`src/rtl/hilo_pkg.sv`:
```
package hilo_pkg;
  typedef enum logic [5:0] {
    FN_RD_HI = 6'd16,
    FN_RD_LO = 6'd18,
    FN_MUL_S = 6'd24,
    FN_MUL_U = 6'd25,
    FN_DIV_S = 6'd26,
    FN_DIV_U = 6'd27
  } hilo_fn_e;
endpackage

```
`src/rtl/hilo_mul_seq.sv`:
```
module hilo_mul_seq #(
  parameter int W = 32
) (
  input  logic           clk,
  input  logic           rst_n,
  input  logic           start,
  input  logic           sgn,
  input  logic [W-1:0]   opa,
  input  logic [W-1:0]   opb,
  output logic           done,
  output logic [2*W-1:0] prod
);
  localparam int CW = $clog2(W + 1);

  logic          run;
  logic [CW-1:0] cnt;
  logic [W-1:0]  acc_hi, acc_lo, mcand;
  logic          neg;
  logic [W-1:0]  mag_a, mag_b;
  logic [W:0]    sum;
  logic [2*W-1:0] raw;

  // work on magnitudes, fix the sign at the end
  assign mag_a = (sgn && opa[W-1]) ? (~opa + 1'b1) : opa;
  assign mag_b = (sgn && opb[W-1]) ? (~opb + 1'b1) : opb;
  assign sum   = acc_lo[0] ? ({1'b0, acc_hi} + {1'b0, mcand}) : {1'b0, acc_hi};

  always_ff @(posedge clk or negedge rst_n) begin
    if (!rst_n) begin
      run    <= 1'b0;
      cnt    <= '0;
      acc_hi <= '0;
      acc_lo <= '0;
      mcand  <= '0;
      neg    <= 1'b0;
    end else if (start) begin
      run    <= 1'b1;
      cnt    <= CW'(W);
      acc_hi <= '0;
      acc_lo <= mag_a;
      mcand  <= mag_b;
      neg    <= sgn & (opa[W-1] ^ opb[W-1]);
    end else if (run) begin
      if (cnt != '0) begin
        acc_hi <= sum[W:1];
        acc_lo <= {sum[0], acc_lo[W-1:1]};
        cnt    <= cnt - 1'b1;
      end else begin
        run <= 1'b0;
      end
    end
  end

  assign raw  = {acc_hi, acc_lo};
  assign done = run && (cnt == '0);
  assign prod = neg ? (~raw + 1'b1) : raw;
endmodule

```
`src/rtl/hilo_div_seq.sv`:
```
module hilo_div_seq #(
  parameter int W = 32
) (
  input  logic         clk,
  input  logic         rst_n,
  input  logic         start,
  input  logic         sgn,
  input  logic [W-1:0] dvd,
  input  logic [W-1:0] dvs,
  output logic         done,
  output logic [W-1:0] quot,
  output logic [W-1:0] remd
);
  localparam int CW = $clog2(W + 1);

  logic          run;
  logic [CW-1:0] cnt;
  logic [W-1:0]  rem, quo, den, dvd_raw;
  logic          neg_q, neg_r, dz;
  logic [W-1:0]  mag_n, mag_d;
  logic [W:0]    sh, diff;

  assign mag_n = (sgn && dvd[W-1]) ? (~dvd + 1'b1) : dvd;
  assign mag_d = (sgn && dvs[W-1]) ? (~dvs + 1'b1) : dvs;
  // restoring step: shift in next dividend bit, try subtract
  assign sh    = {rem, quo[W-1]};
  assign diff  = sh - {1'b0, den};

  always_ff @(posedge clk or negedge rst_n) begin
    if (!rst_n) begin
      run     <= 1'b0;
      cnt     <= '0;
      rem     <= '0;
      quo     <= '0;
      den     <= '0;
      dvd_raw <= '0;
      neg_q   <= 1'b0;
      neg_r   <= 1'b0;
      dz      <= 1'b0;
    end else if (start) begin
      run     <= 1'b1;
      cnt     <= CW'(W);
      rem     <= '0;
      quo     <= mag_n;
      den     <= mag_d;
      dvd_raw <= dvd;
      neg_q   <= sgn & (dvd[W-1] ^ dvs[W-1]);
      neg_r   <= sgn & dvd[W-1];
      dz      <= (dvs == '0);
    end else if (run) begin
      if (cnt != '0) begin
        if (!diff[W]) begin
          rem <= diff[W-1:0];
          quo <= {quo[W-2:0], 1'b1};
        end else begin
          rem <= sh[W-1:0];
          quo <= {quo[W-2:0], 1'b0};
        end
        cnt <= cnt - 1'b1;
      end else begin
        run <= 1'b0;
      end
    end
  end

  assign done = run && (cnt == '0);
  assign quot = dz ? '1 : (neg_q ? (~quo + 1'b1) : quo);
  assign remd = dz ? dvd_raw : (neg_r ? (~rem + 1'b1) : rem);
endmodule

```
`src/rtl/hilo_muldiv.sv`:
```
module hilo_muldiv
  import hilo_pkg::*;
#(
  parameter int W = 32
) (
  input  logic         clk,
  input  logic         rst_n,
  input  logic         cmd_valid,
  output logic         cmd_ready,
  input  logic [5:0]   cmd_func,
  input  logic [W-1:0] cmd_rs,
  input  logic [W-1:0] cmd_rt,
  output logic         busy,
  output logic         rsp_valid,
  input  logic         rsp_ready,
  output logic [W-1:0] rsp_data
);
  logic           busy_q, rsp_v_q;
  logic [W-1:0]   hi_q, lo_q, rsp_q;
  logic           take, is_mul, is_div, is_rd, fn_signed;
  logic           mul_done, div_done;
  logic [2*W-1:0] mul_prod;
  logic [W-1:0]   div_q, div_r;

  assign cmd_ready = !busy_q && !rsp_v_q;
  assign take      = cmd_valid && cmd_ready;
  assign is_mul    = (cmd_func == FN_MUL_S) || (cmd_func == FN_MUL_U);
  assign is_div    = (cmd_func == FN_DIV_S) || (cmd_func == FN_DIV_U);
  assign is_rd     = (cmd_func == FN_RD_HI) || (cmd_func == FN_RD_LO);
  assign fn_signed = (cmd_func == FN_MUL_S) || (cmd_func == FN_DIV_S);

  hilo_mul_seq #(.W(W)) u_mul (
    .clk  (clk),
    .rst_n(rst_n),
    .start(take && is_mul),
    .sgn  (fn_signed),
    .opa  (cmd_rs),
    .opb  (cmd_rt),
    .done (mul_done),
    .prod (mul_prod)
  );

  hilo_div_seq #(.W(W)) u_div (
    .clk  (clk),
    .rst_n(rst_n),
    .start(take && is_div),
    .sgn  (fn_signed),
    .dvd  (cmd_rs),
    .dvs  (cmd_rt),
    .done (div_done),
    .quot (div_q),
    .remd (div_r)
  );

  always_ff @(posedge clk or negedge rst_n) begin
    if (!rst_n) begin
      busy_q <= 1'b0;
      hi_q   <= '0;
      lo_q   <= '0;
    end else begin
      if (take && (is_mul || is_div)) begin
        busy_q <= 1'b1;
      end else if (mul_done) begin
        busy_q <= 1'b0;
        hi_q   <= mul_prod[2*W-1:W];
        lo_q   <= mul_prod[W-1:0];
      end else if (div_done) begin
        busy_q <= 1'b0;
        hi_q   <= div_r;
        lo_q   <= div_q;
      end
    end
  end

  always_ff @(posedge clk or negedge rst_n) begin
    if (!rst_n) begin
      rsp_v_q <= 1'b0;
      rsp_q   <= '0;
    end else if (take && is_rd) begin
      rsp_v_q <= 1'b1;
      rsp_q   <= (cmd_func == FN_RD_HI) ? hi_q : lo_q;
    end else if (rsp_v_q && rsp_ready) begin
      rsp_v_q <= 1'b0;
    end
  end

  assign busy      = busy_q;
  assign rsp_valid = rsp_v_q;
  assign rsp_data  = rsp_q;
endmodule

```
`config.mk`:
```
export PLATFORM = sky130hd
export DESIGN_NAME = hilo_muldiv
export DESIGN_NICKNAME = d
export VERILOG_FILES = /design/src/rtl/hilo_pkg.sv /design/src/rtl/hilo_mul_seq.sv /design/src/rtl/hilo_div_seq.sv /design/src/rtl/hilo_muldiv.sv
export SDC_FILE = /design/constraint.sdc
export NUM_CORES = 1
export LEC_CHECK = 0
export BUFFER_PORTS_ARGS = -buffer_cell sky130_fd_sc_hd__buf_2
export CAP_MARGIN = 25
export CORE_UTILIZATION = 25
export CTS_CLUSTER_SIZE = 16
export DETAILED_ROUTE_END_ITERATION = 16
export PLACE_DENSITY_LB_ADDON = 0.15
export SYNTH_ARGS = -nofsm -noshare
export SYNTH_HDL_FRONTEND = slang
export SYNTH_SLANG_ARGS = --single-unit
```
`constraint.sdc`:
```
create_clock -name clk -period 3.7 [get_ports clk]
set_input_delay 0.74 -clock clk [delete_from_list [all_inputs] [get_ports clk]]
set_output_delay 0.74 -clock clk [all_outputs]
set_load 0.1 [all_outputs]
```
# Word-level counts from Yosys, hierarchy flattened

Index checks and enable logic that the tools add are counted.

Add/sub/neg operators: 9
Eq/ne operators: 6
Muxes and demuxes: 44
Bitwise operators: 9
Reductions and logical operators: 33

Operator list:

| cell                                                | number |
|---|---|
| 2-to-1 mux 32 bit                                   | 24 |
| adder 32 x 1 -> 32 bit, second input constant       | 4 |
| NOT 32 bit                                          | 4 |
| adder 64 x 1 -> 64 bit, second input constant       | 1 |
| 2-to-1 mux 64 bit                                   | 1 |
| NOT 64 bit                                          | 1 |
| equality test 6 x 5 -> 1 bit, second input constant | 6 |
| 2-to-1 mux 6 bit                                    | 6 |
| adder 32 x 32 -> 33 bit                             | 1 |
| 2-to-1 mux 33 bit                                   | 1 |
| subtractor 33 x 32 -> 33 bit                        | 1 |
| zero test 32 bit                                    | 1 |
| zero test 6 bit                                     | 2 |
| 2-to-1 mux 1 bit                                    | 12 |
| nonzero test 2 bit                                  | 6 |
| nonzero test 6 bit                                  | 2 |
| subtractor 6 x 1 -> 6 bit, second input constant    | 2 |
| logical AND 1 bit                                   | 11 |
| AND reduction 2 bit                                 | 3 |
| logical OR 1 bit                                    | 5 |
| nonzero test 3 bit                                  | 1 |
| AND 1 bit                                           | 2 |
| zero test 1 bit                                     | 2 |
| NOT 1 bit                                           | 1 |
| XOR 1 bit                                           | 1 |

Register bits after elaboration: 340
Input port bits: 74
Output and inout bits: 35

# Depth between registers and ports, before layout

Gate-level depths: netlist of run 1.

Depth after elaboration: 6
Mapped depth: 14
Depth with buffers taken out: 12

# By module

Synthesis of run 1 repeated with hierarchy kept, for this count alone.

Cell total of the unflattened synthesis: 2800
Area, all modules: 24758.7 um2

By module, submodules not included:

| module       | times used | cells each | area each (um2) | sequential area each (um2) |
|---|---|---|---|---|
| hilo_div_seq | 1          | 1325       | 10750.3         | 3453.3 |
| hilo_mul_seq | 1          | 1149       | 9117.5          | 2602.5 |
| hilo_muldiv  | 1          | 326        | 4890.9          | 2452.4 |

# Worst setup path after synthesis of run 1

No wires, ideal clock.

Path type: reg2reg
From: register busy_q, in the netlist busy
To: register u_div.rem[15]
Library setup time: 0.126 ns
Arrival: 3.969 ns
Required time: 3.574 ns
Setup slack: -0.395 ns
Cell stages (with the launch flop): 11
Period minus slack after synthesis: 4.095 ns
Path through: dfrtp_1 > nor2_1 > nand2_1 > nor3_1 > and2_1 > clkbuf_1 > nor2_1 > clkbuf_1 > clkbuf_1 > nand2_1 > nand3_1

Cells in the longest elaborated chain, start to end: 6

Ends and longest elaborated chain:

| what                                 | line               | text |
|---|---|---|
| from (decl)                          | hilo_muldiv.sv:18  | `logic busy_q, rsp_v_q;` |
| from (signal assigned)               | hilo_muldiv.sv:57  | `busy_q <= 1'b0;` |
| from (signal assigned)               | hilo_muldiv.sv:62  | `busy_q <= 1'b1;` |
| from (signal assigned)               | hilo_muldiv.sv:64  | `busy_q <= 1'b0;` |
| zero test 1 bit (*)                  | hilo_muldiv.sv:25  | `assign cmd_ready = !busy_q && !rsp_v_q;` |
| logical AND 1 bit (*)                | hilo_muldiv.sv:25  |  |
| net cmd_ready                        | hilo_muldiv.sv:9   | `output logic cmd_ready,` |
| logical AND 1 bit (*)                | hilo_muldiv.sv:26  | `assign take = cmd_valid && cmd_ready;` |
| logical AND 1 bit (*)                | hilo_muldiv.sv:46  | `.start(take && is_div),` |
| nonzero test 2 bit (no source line)  | n/a                |  |
| AND reduction 2 bit (no source line) | n/a                |  |
| to (signal assigned)                 | hilo_div_seq.sv:53 | `rem <= diff[W-1:0];` |
| to (signal assigned)                 | hilo_div_seq.sv:56 | `rem <= sh[W-1:0];` |
| to (decl)                            | hilo_div_seq.sv:18 | `logic [W-1:0] rem, quo, den, dvd_raw;` |

The timed path passes the listed nets; every way through them passes the cells marked *.
A chain may end at the register's enable or synchronous reset.

# Worst setup path in the final report of run 1

From: register u_div.rem[13]
To: register hi_q[25]

Cells in the longest elaborated chain, start to end: 6

Ends and longest elaborated chain:

| what                           | line               | text |
|---|---|---|
| NOT 32 bit                     | hilo_div_seq.sv:68 | `assign remd = dz ? dvd_raw : (neg_r ? (~rem + 1'b1) : rem);` |
| adder 32 x 1 -> 32 bit         | hilo_div_seq.sv:68 |  |
| 2-to-1 mux 32 bit (2 in a row) | hilo_div_seq.sv:68 |  |
| 2-to-1 mux 32 bit              | hilo_muldiv.sv:67  | `end else if (div_done) begin` |
| 2-to-1 mux 32 bit              | hilo_muldiv.sv:63  | `end else if (mul_done) begin` |
| to (signal assigned)           | hilo_muldiv.sv:65  | `hi_q <= mul_prod[2*W-1:W];` |
| to (signal assigned)           | hilo_muldiv.sv:69  | `hi_q <= div_r;` |
| to (decl)                      | hilo_muldiv.sv:19  | `logic [W-1:0] hi_q, lo_q, rsp_q;` |

Every way passes these cells. The select of a mux whose other input is x is not followed.

==> results of run 1 <==
==> sequential cells by signal, summed over array words and instances (netlist names), 6 cells and up <==
signal         count
hi_q              32
lo_q              32
rsp_data          32
u_div.cnt          6
u_div.den         32
u_div.dvd_raw     32
u_div.quo         32
u_div.rem         32
u_mul.acc_hi      32
u_mul.acc_lo      32
u_mul.cnt          6
u_mul.mcand       32
==> cell families (layout without fill, tap and decap cells) <==
family                     count (synthesis)  in the layout  share of synthesized area (%)
muxes                                    100            100                          4.513
other                                      0              1                              0
AOI/OAI and AO/OA                        775            775                          20.84
buffers and inverters                    229            350                          3.904
xor gates and xnor gates                 235            235                          9.281
and+or+nand+nor                          934            934                          18.86
adders and majority gates                 74             74                          4.243
DFF                                      340            340                          38.36
==> synth_stat cells, drive strengths merged (10+ instances only) <==
library cell	n	area, um2
nand2	472	1772
dfrtp	340	8508
o21ai	288	1445
nor2	202	758.2
a21oi	194	970.9
clkbuf	140	525.5
xnor2	135	1182
mux2i	100	1001
xor2	100	875.8
ha	72	900.9
inv	68	255.2
o31ai	47	366.6
nand3	41	205.2
a31oi	38	237.7
nor3	38	206.5
o211ai	38	285.3
o22ai	34	212.7
a21o	33	247.7
or3	30	193.9
nor4	26	162.7
a211oi	23	172.7
o41ai	22	200.2
and3	21	131.4
buf	21	85.08
or4	20	161.4
nand2b	19	118.9
nand4	18	133.9
o21bai	12	90.09
nor2b	11	68.82
o21a	10	75.07
==> routing by layer <==
layer / vias up / global-route usage (%) / routed length [um]
li1: 9682 / - / -
met1: 9887 / 26.24 / 40300
met2: 507 / 30.48 / 39490
met3: 86 / 2.652 / 4202
met4: 10 / 3.401 / 1363
met5: - / 0 / 72
==> where the power goes <==
| part | leakage [nW] | internal (mW) | switching (mW) |
|---|---|---|---|
| Clock | 0.697 | 2.52 | 1.80 |
| Combinational | 6.15 | 4.76 | 7.77 |
| Sequential | 4.14 | 5.21 | 1.83 |
| Total | 11.0 | 12.5 | 11.4 |
==> worst max-delay path: cells and delay by family, from the launching register on <==
| kind | cells | cell delay, ns |
|---|---|---|
| compound gates | 4 | 1.25 |
| xor+xnor | 1 | 0.10 |
| simple gates | 4 | 1.66 |
| flops | 1 | 0.53 |
==> stage by stage <==
step | hold slack (ns) | instance area (um2) | util, % | power [mW]
finish | 0.1548 | 25920 | 29.70 | 23.88
global route | 0.1851 | 25920 | 29.70 | 25.54
CTS | 0.1572 | 25890 | 29.66 | 23.96
detailed placement | 0.4654 | 24470 | 28.04 | 19.53
global placement | 0.4569 | 24470 | 28.04 | 19.41
floorplan | 0.4334 | 22180 | - | 15.11
==> path summary, 6_finish.rpt <==
kind,to,from,slack (ns)
worst min-delay path,u_mul.cnt[0]$_DFFE_PN0P_,rst_n,0.15
worst max register to register,hi_q[25]$_DFFE_PN0P_,u_div.rem[13]$_DFFE_PN0P_,0.06
max in group asynchronous,u_div.dz$_DFFE_PN0P_,rst_n,2.65
worst max-delay path,hi_q[25]$_DFFE_PN0P_,u_div.rem[13]$_DFFE_PN0P_,0.06
min in group clk,u_div.dvd_raw[22]$_DFFE_PN0P_,cmd_rs[22],0.42
worst min register to register,hi_q[8]$_DFFE_PN0P_,hi_q[8]$_DFFE_PN0P_,0.48
==> layout make-up <==
type / instances / share of cell area (%)
diodes: 1 / 0.009652
clock buffers: 57 / 4.662
clock inverters: 20 / 0.7867
inverters: 68 / 0.9846
multi-input cells: 2118 / 49.76
flip-flops and latches: 340 / 32.83
well taps: 1155 / 5.574
repair buffers: 205 / 5.396
==> what timing repair did <==
item                                   4_1_cts  5_1_grt
buffers inserted                             0        0
setup endpoints to repair                    0        5
resized for setup                            0        2
endpoints found under the hold margin        0        0
==> summary.md, run 1 <==
| Metric | Value |
|---|---|
| # IOs | `109` |
| Synthesized flop and latch total | `340` |
| Mapped Area | `22180 um2` |
| Gpl congestion | `0.8797` |
| RSZ-0062 raised after global routing | `false` |
| Sequential cell area | `8511 um2` |
| DRT antenna net count | `0` |
| Fin. Hold Viols | `0` |
| Worst Tran Pin Value | `0.9350 ns` |
| Total gr overflow | `0` |
| CTS tree | `yes` |
| Sink Count | `340` |
| Yosys cell types | `74` |
| GRT Total Usage | `18.66%` |
| Main synth FF type | `dfrtp_1` |
| Placed cells | `3885` |
| CTS max path bufs | `3` |
| Startpoint types | `register` |
| Shortest period the worst path allows | `3.636 ns` |
| Die width | `299.8 um` |
| Clock-pin slew on the worst setup and hold paths | `0.06 ns` |
| Post-route setup slack | `0.06423 ns` |
| Via/cell ratio | `5.089` |
| Commonest non-fill, non-tap cell in the layout | `nand2_1` |
| Area delta synth->final | `16.90%` |
| PortBufs | `108` |
| Initial antenna violation count | `7` |
| Mapped Cells | `2687` |
| Fmax | `275.0 MHz` |
| Leakage | `10.99 nW` |
| Slowest stage delay, CP | `0.56 ns` |
| Worst skew pair latency | `0.58 ns` |
| Dpl ws | `0.1978 ns` |
| Ys Warns | `0` |
| Tcrit/Tclk final | `98.26%` |
| Synth async-reset ratio | `100.0%` |
| Largest net degree at the start of global routing | `123` |
| R2R depth | `9` |
| Cts hold-fix bufs | `0` |
| Crit-path slowest cell | `o21ai_0` |
| Mapped Nets | `2835` |
| Seq/Total Area, Yosys | `38.36%` |
| Multi-input gate area | `12900 um2` |
| Starting density of the core | `25.41%` |
| Die Height | `299.8 um` |
| HP Class | `input pin to async pin` |
| DR vias | `20170` |
| Core Region | `87290 um2` |
| Die Area | `89900 um2` |
| Final Setup Violations | `0` |
| Crit path kind | `register to register` |
| CP endpoint kind | `register` |
| CP Max Fanout | `7` |
| Setup TNS | `0 ns` |
| Worst rel slew slack | `37.66%` |
| Non-Filler Instances | `3964` |
| Vias in the first global route | `19320` |
| Final HPWL DP | `65.15 mm` |
| Status | `completed` |
| Clock skew | `0.02194 ns` |
| Final nets | `2924` |
| DRC Markers | `0` |
| DRT iter0 DRCs | `1603` |
| Cell Chain, Critical Path | `or4_1, or2_2, or3_1, or3_1, o31ai_1, xor2_1, o21ai_0, a21oi_1, o21ai_0` |
| Wirelength per Cell | `21.55 um` |
| Max cap viols | `0` |
| Worst Path Arrival | `4.12 ns` |
| Final Max Tran Viols | `0` |
| First-pass GRT wire length | `127.3 mm` |
| DRT Pass-1 Iters | `8` |
| Root Driver | `clkbuf_16` |
| H-tree Lvls | `2` |
| Power Density | `921.1 nW/um2` |
| VDD IR max | `0.0005203 V` |
| CP required | `4.19 ns` |
| Most frequent cells in the layout | `nand2_1, dfrtp_1, o21ai_0` |
| Layout cells sized above 1 | `11.43%` |
| Post-synth EDFFs | `0` |
| Cts bufs inserted | `43` |
| Fill cells | `9401` |
| Synth Area per Inst | `8.254 um2` |
| Number of cell rows | `108` |
| Post-Route WL | `85.44 mm` |
No activity file was read; power rests on OpenSTA's default activity.
==> inputs of run 2 (changes only) <==
Settings changed: CORE_ASPECT_RATIO from default to 0.8.
==> summary.md, run 2 (synthesized netlist as in run 1, its figures left out) <==
| Metric | Value |
|---|---|
| Final HPWL DP | `66.82 mm (+2.5%)` |
| Gpl congestion | `0.8644 (-1.7%)` |
| Die Height | `268.4 um (-10%)` |
| Clock-pin slew on the worst setup and hold paths | `0.06 ns (about the same)` |
| Leakage | `11.08 nW (+0.79%)` |
| CTS tree | `yes` |
| Vias in the first global route | `19490 (+0.90%)` |
| Fill cells | `9389 (-0.13%)` |
| Total gr overflow | `0 (unchanged)` |
| Wirelength per Cell | `21.75 um (+0.93%)` |
| Layout cells sized above 1 | `11.56% (+0.13 points)` |
| Startpoint types | `register` |
| Placed cells | `3931 (+1.2%)` |
| Shortest period the worst path allows | `3.451 ns (-0.1844 ns)` |
| Final Setup Violations | `0 (unchanged)` |
| DRT antenna net count | `0 (unchanged)` |
| First-pass GRT wire length | `130.1 mm (+2.2%)` |
| Die width | `335.0 um (+12%)` |
| Largest net degree at the start of global routing | `123 (unchanged)` |
| Non-Filler Instances | `4011 (+1.2%)` |
| Core Region | `87750 um2 (+0.52%)` |
| DRC Markers | `0 (unchanged)` |
| H-tree Lvls | `2 (unchanged)` |
| DRT Pass-1 Iters | `5 (-3)` |
| Worst Path Arrival | `3.95 ns (-0.17 ns)` |
| Worst skew pair latency | `0.59 ns (about the same)` |
| CP required | `4.20 ns (about the same)` |
| Area delta synth->final | `17.82%` |
| Post-CTS Setup Bufs | `0 (unchanged)` |
| Final core occ | `29.78% (+0.079 points)` |
| PortBufs | `108 (unchanged)` |
| Die Area | `89910 um2 (about the same)` |
| Final nets | `2936 (+0.41%)` |
| Cts hold-fix bufs | `0 (unchanged)` |
| Commonest non-fill, non-tap cell in the layout | `nand2_1` |
| Final Max Tran Viols | `0 (unchanged)` |
| Status | `completed` |
| Via/cell ratio | `5.113 (+0.48%)` |
| Most frequent cells in the layout | `nand2_1, dfrtp_1, o21ai_0` |
| Dpl ws | `0.1519 ns (-0.04592 ns)` |
| Max cap viols | `0 (unchanged)` |
| DRT iter0 DRCs | `1702 (+6.2%)` |
| RSZ-0062 raised after global routing | `false` |
| Worst rel slew slack | `38.88% (+1.2 points)` |
| Sink Count | `340 (unchanged)` |
| # IOs | `109 (unchanged)` |
| Setup TNS | `0 ns (unchanged)` |
| Starting density of the core | `25.27% (-0.13 points)` |
| Pwr Total | `24.23 mW (+1.4%)` |
| Root Driver | `clkbuf_16` |
| Clock skew | `0.03068 ns (+0.008746 ns)` |
| Initial antenna violation count | `10 (+3)` |
| Cts bufs inserted | `42 (-2.3%)` |
| CTS max path bufs | `3 (unchanged)` |
| CP Max Fanout | `8 (+1)` |
| HP Class | `input pin to async pin` |
| VDD IR max | `0.0004501 V (-13%)` |
| Worst Tran Pin Value | `0.9167 ns (-0.01830 ns)` |
| Post-route setup slack | `0.2486 ns (+0.1844 ns)` |
| Sequential cell area | `8511 um2 (unchanged)` |
| GRT Total Usage | `19.28% (+0.62 points)` |
| Post-CTS sizing | `0 (unchanged)` |
| Fin. Hold Viols | `0 (unchanged)` |
| Power Density | `927.1 nW/um2 (+0.65%)` |
| DR vias | `20510 (+1.7%)` |
| Worst R2R Setup Slack | `0.25 ns (+0.18 ns)` |
| Fmax | `289.7 MHz (+5.3%)` |
| Post-Route WL | `87.25 mm (+2.1%)` |
| Multi-input gate area | `12890 um2 (about the same)` |
| Number of cell rows | `97 (-10%)` |
| Crit path kind | `register to register` |
| Tcrit/Tclk final | `93.28% (-5.0 points)` |
| CP endpoint kind | `register` |
-- run 2: cell types whose count changed in the layout (fill, tap and decap cells not counted), sizes merged --
cell      change
buf          +13
inv           -5
bufinv        +4
clkinvlp      -2
diode         +2
clkbuf        +1
clkinv        +1
-- run 2: metrics by stage --
step | hold slack, ns | area, um2
global placement | 0.4579 | 24610
floorplan | 0.4334 | 22180
global route | 0.2628 | 26120
detailed placement | 0.4562 | 24610
finish | 0.2246 | 26130
CTS | 0.2646 | 26090
-- run 2: area by class of cell --
cell class	instances	share of cell area, %
diodes	3	0.02873
clock buffers	58	4.525
clock inverters	18	1.140
inverters	68	0.9769
multi-input cells	2118	49.34
flip-flops and latches	340	32.57
well taps	1188	5.689
repair buffers	218	5.727
-- run 2: worst paths after layout --
check / start / end / cells past startpoint
max in group asynchronous: rst_n / u_div.rem[28]$_DFFE_PN0P_ / 2
worst min-delay path: rst_n / rsp_data[3]$_DFFE_PN0P_ / 1
min in group clk: cmd_rs[4] / u_div.dvd_raw[4]$_DFFE_PN0P_ / 3
worst max-delay path: u_div.rem[12]$_DFFE_PN0P_ / hi_q[31]$_DFFE_PN0P_ / 9
worst min register to register: u_div.dvd_raw[2]$_DFFE_PN0P_ / u_div.dvd_raw[2]$_DFFE_PN0P_ / 2
worst max register to register: u_div.rem[12]$_DFFE_PN0P_ / hi_q[31]$_DFFE_PN0P_ / 9
-- run 2: power breakdown --
group / internal (mW) / switching, mW / leakage (nW)
logic: 4.77 / 7.96 / 6.21
clock network: 2.73 / 1.80 / 0.722
registers: 5.21 / 1.75 / 4.14
-- run 2: layer usage --
| metal | up-vias | track usage (%) | routed length [um] |
|---|---|---|---|
| li1 | 9711 | - | - |
| met1 | 10100 | 29.46 | 43960 |
| met2 | 586 | 27.80 | 36010 |
| met3 | 98 | 3.413 | 5522 |
| met4 | 12 | 4.196 | 1677 |
| met5 | - | 0 | 83 |
-- run 2: critical path, stage by stage (launching register included) --
cell and delay, ns:
dfrtp_1 0.54, or4_1 0.54, or2_2 0.33, or3_1 0.39
or3_1 0.42, o31ai_1 0.42, xor2_1 0.12, o211ai_1 0.39
o21ai_2 0.10, o21ai_1 0.13
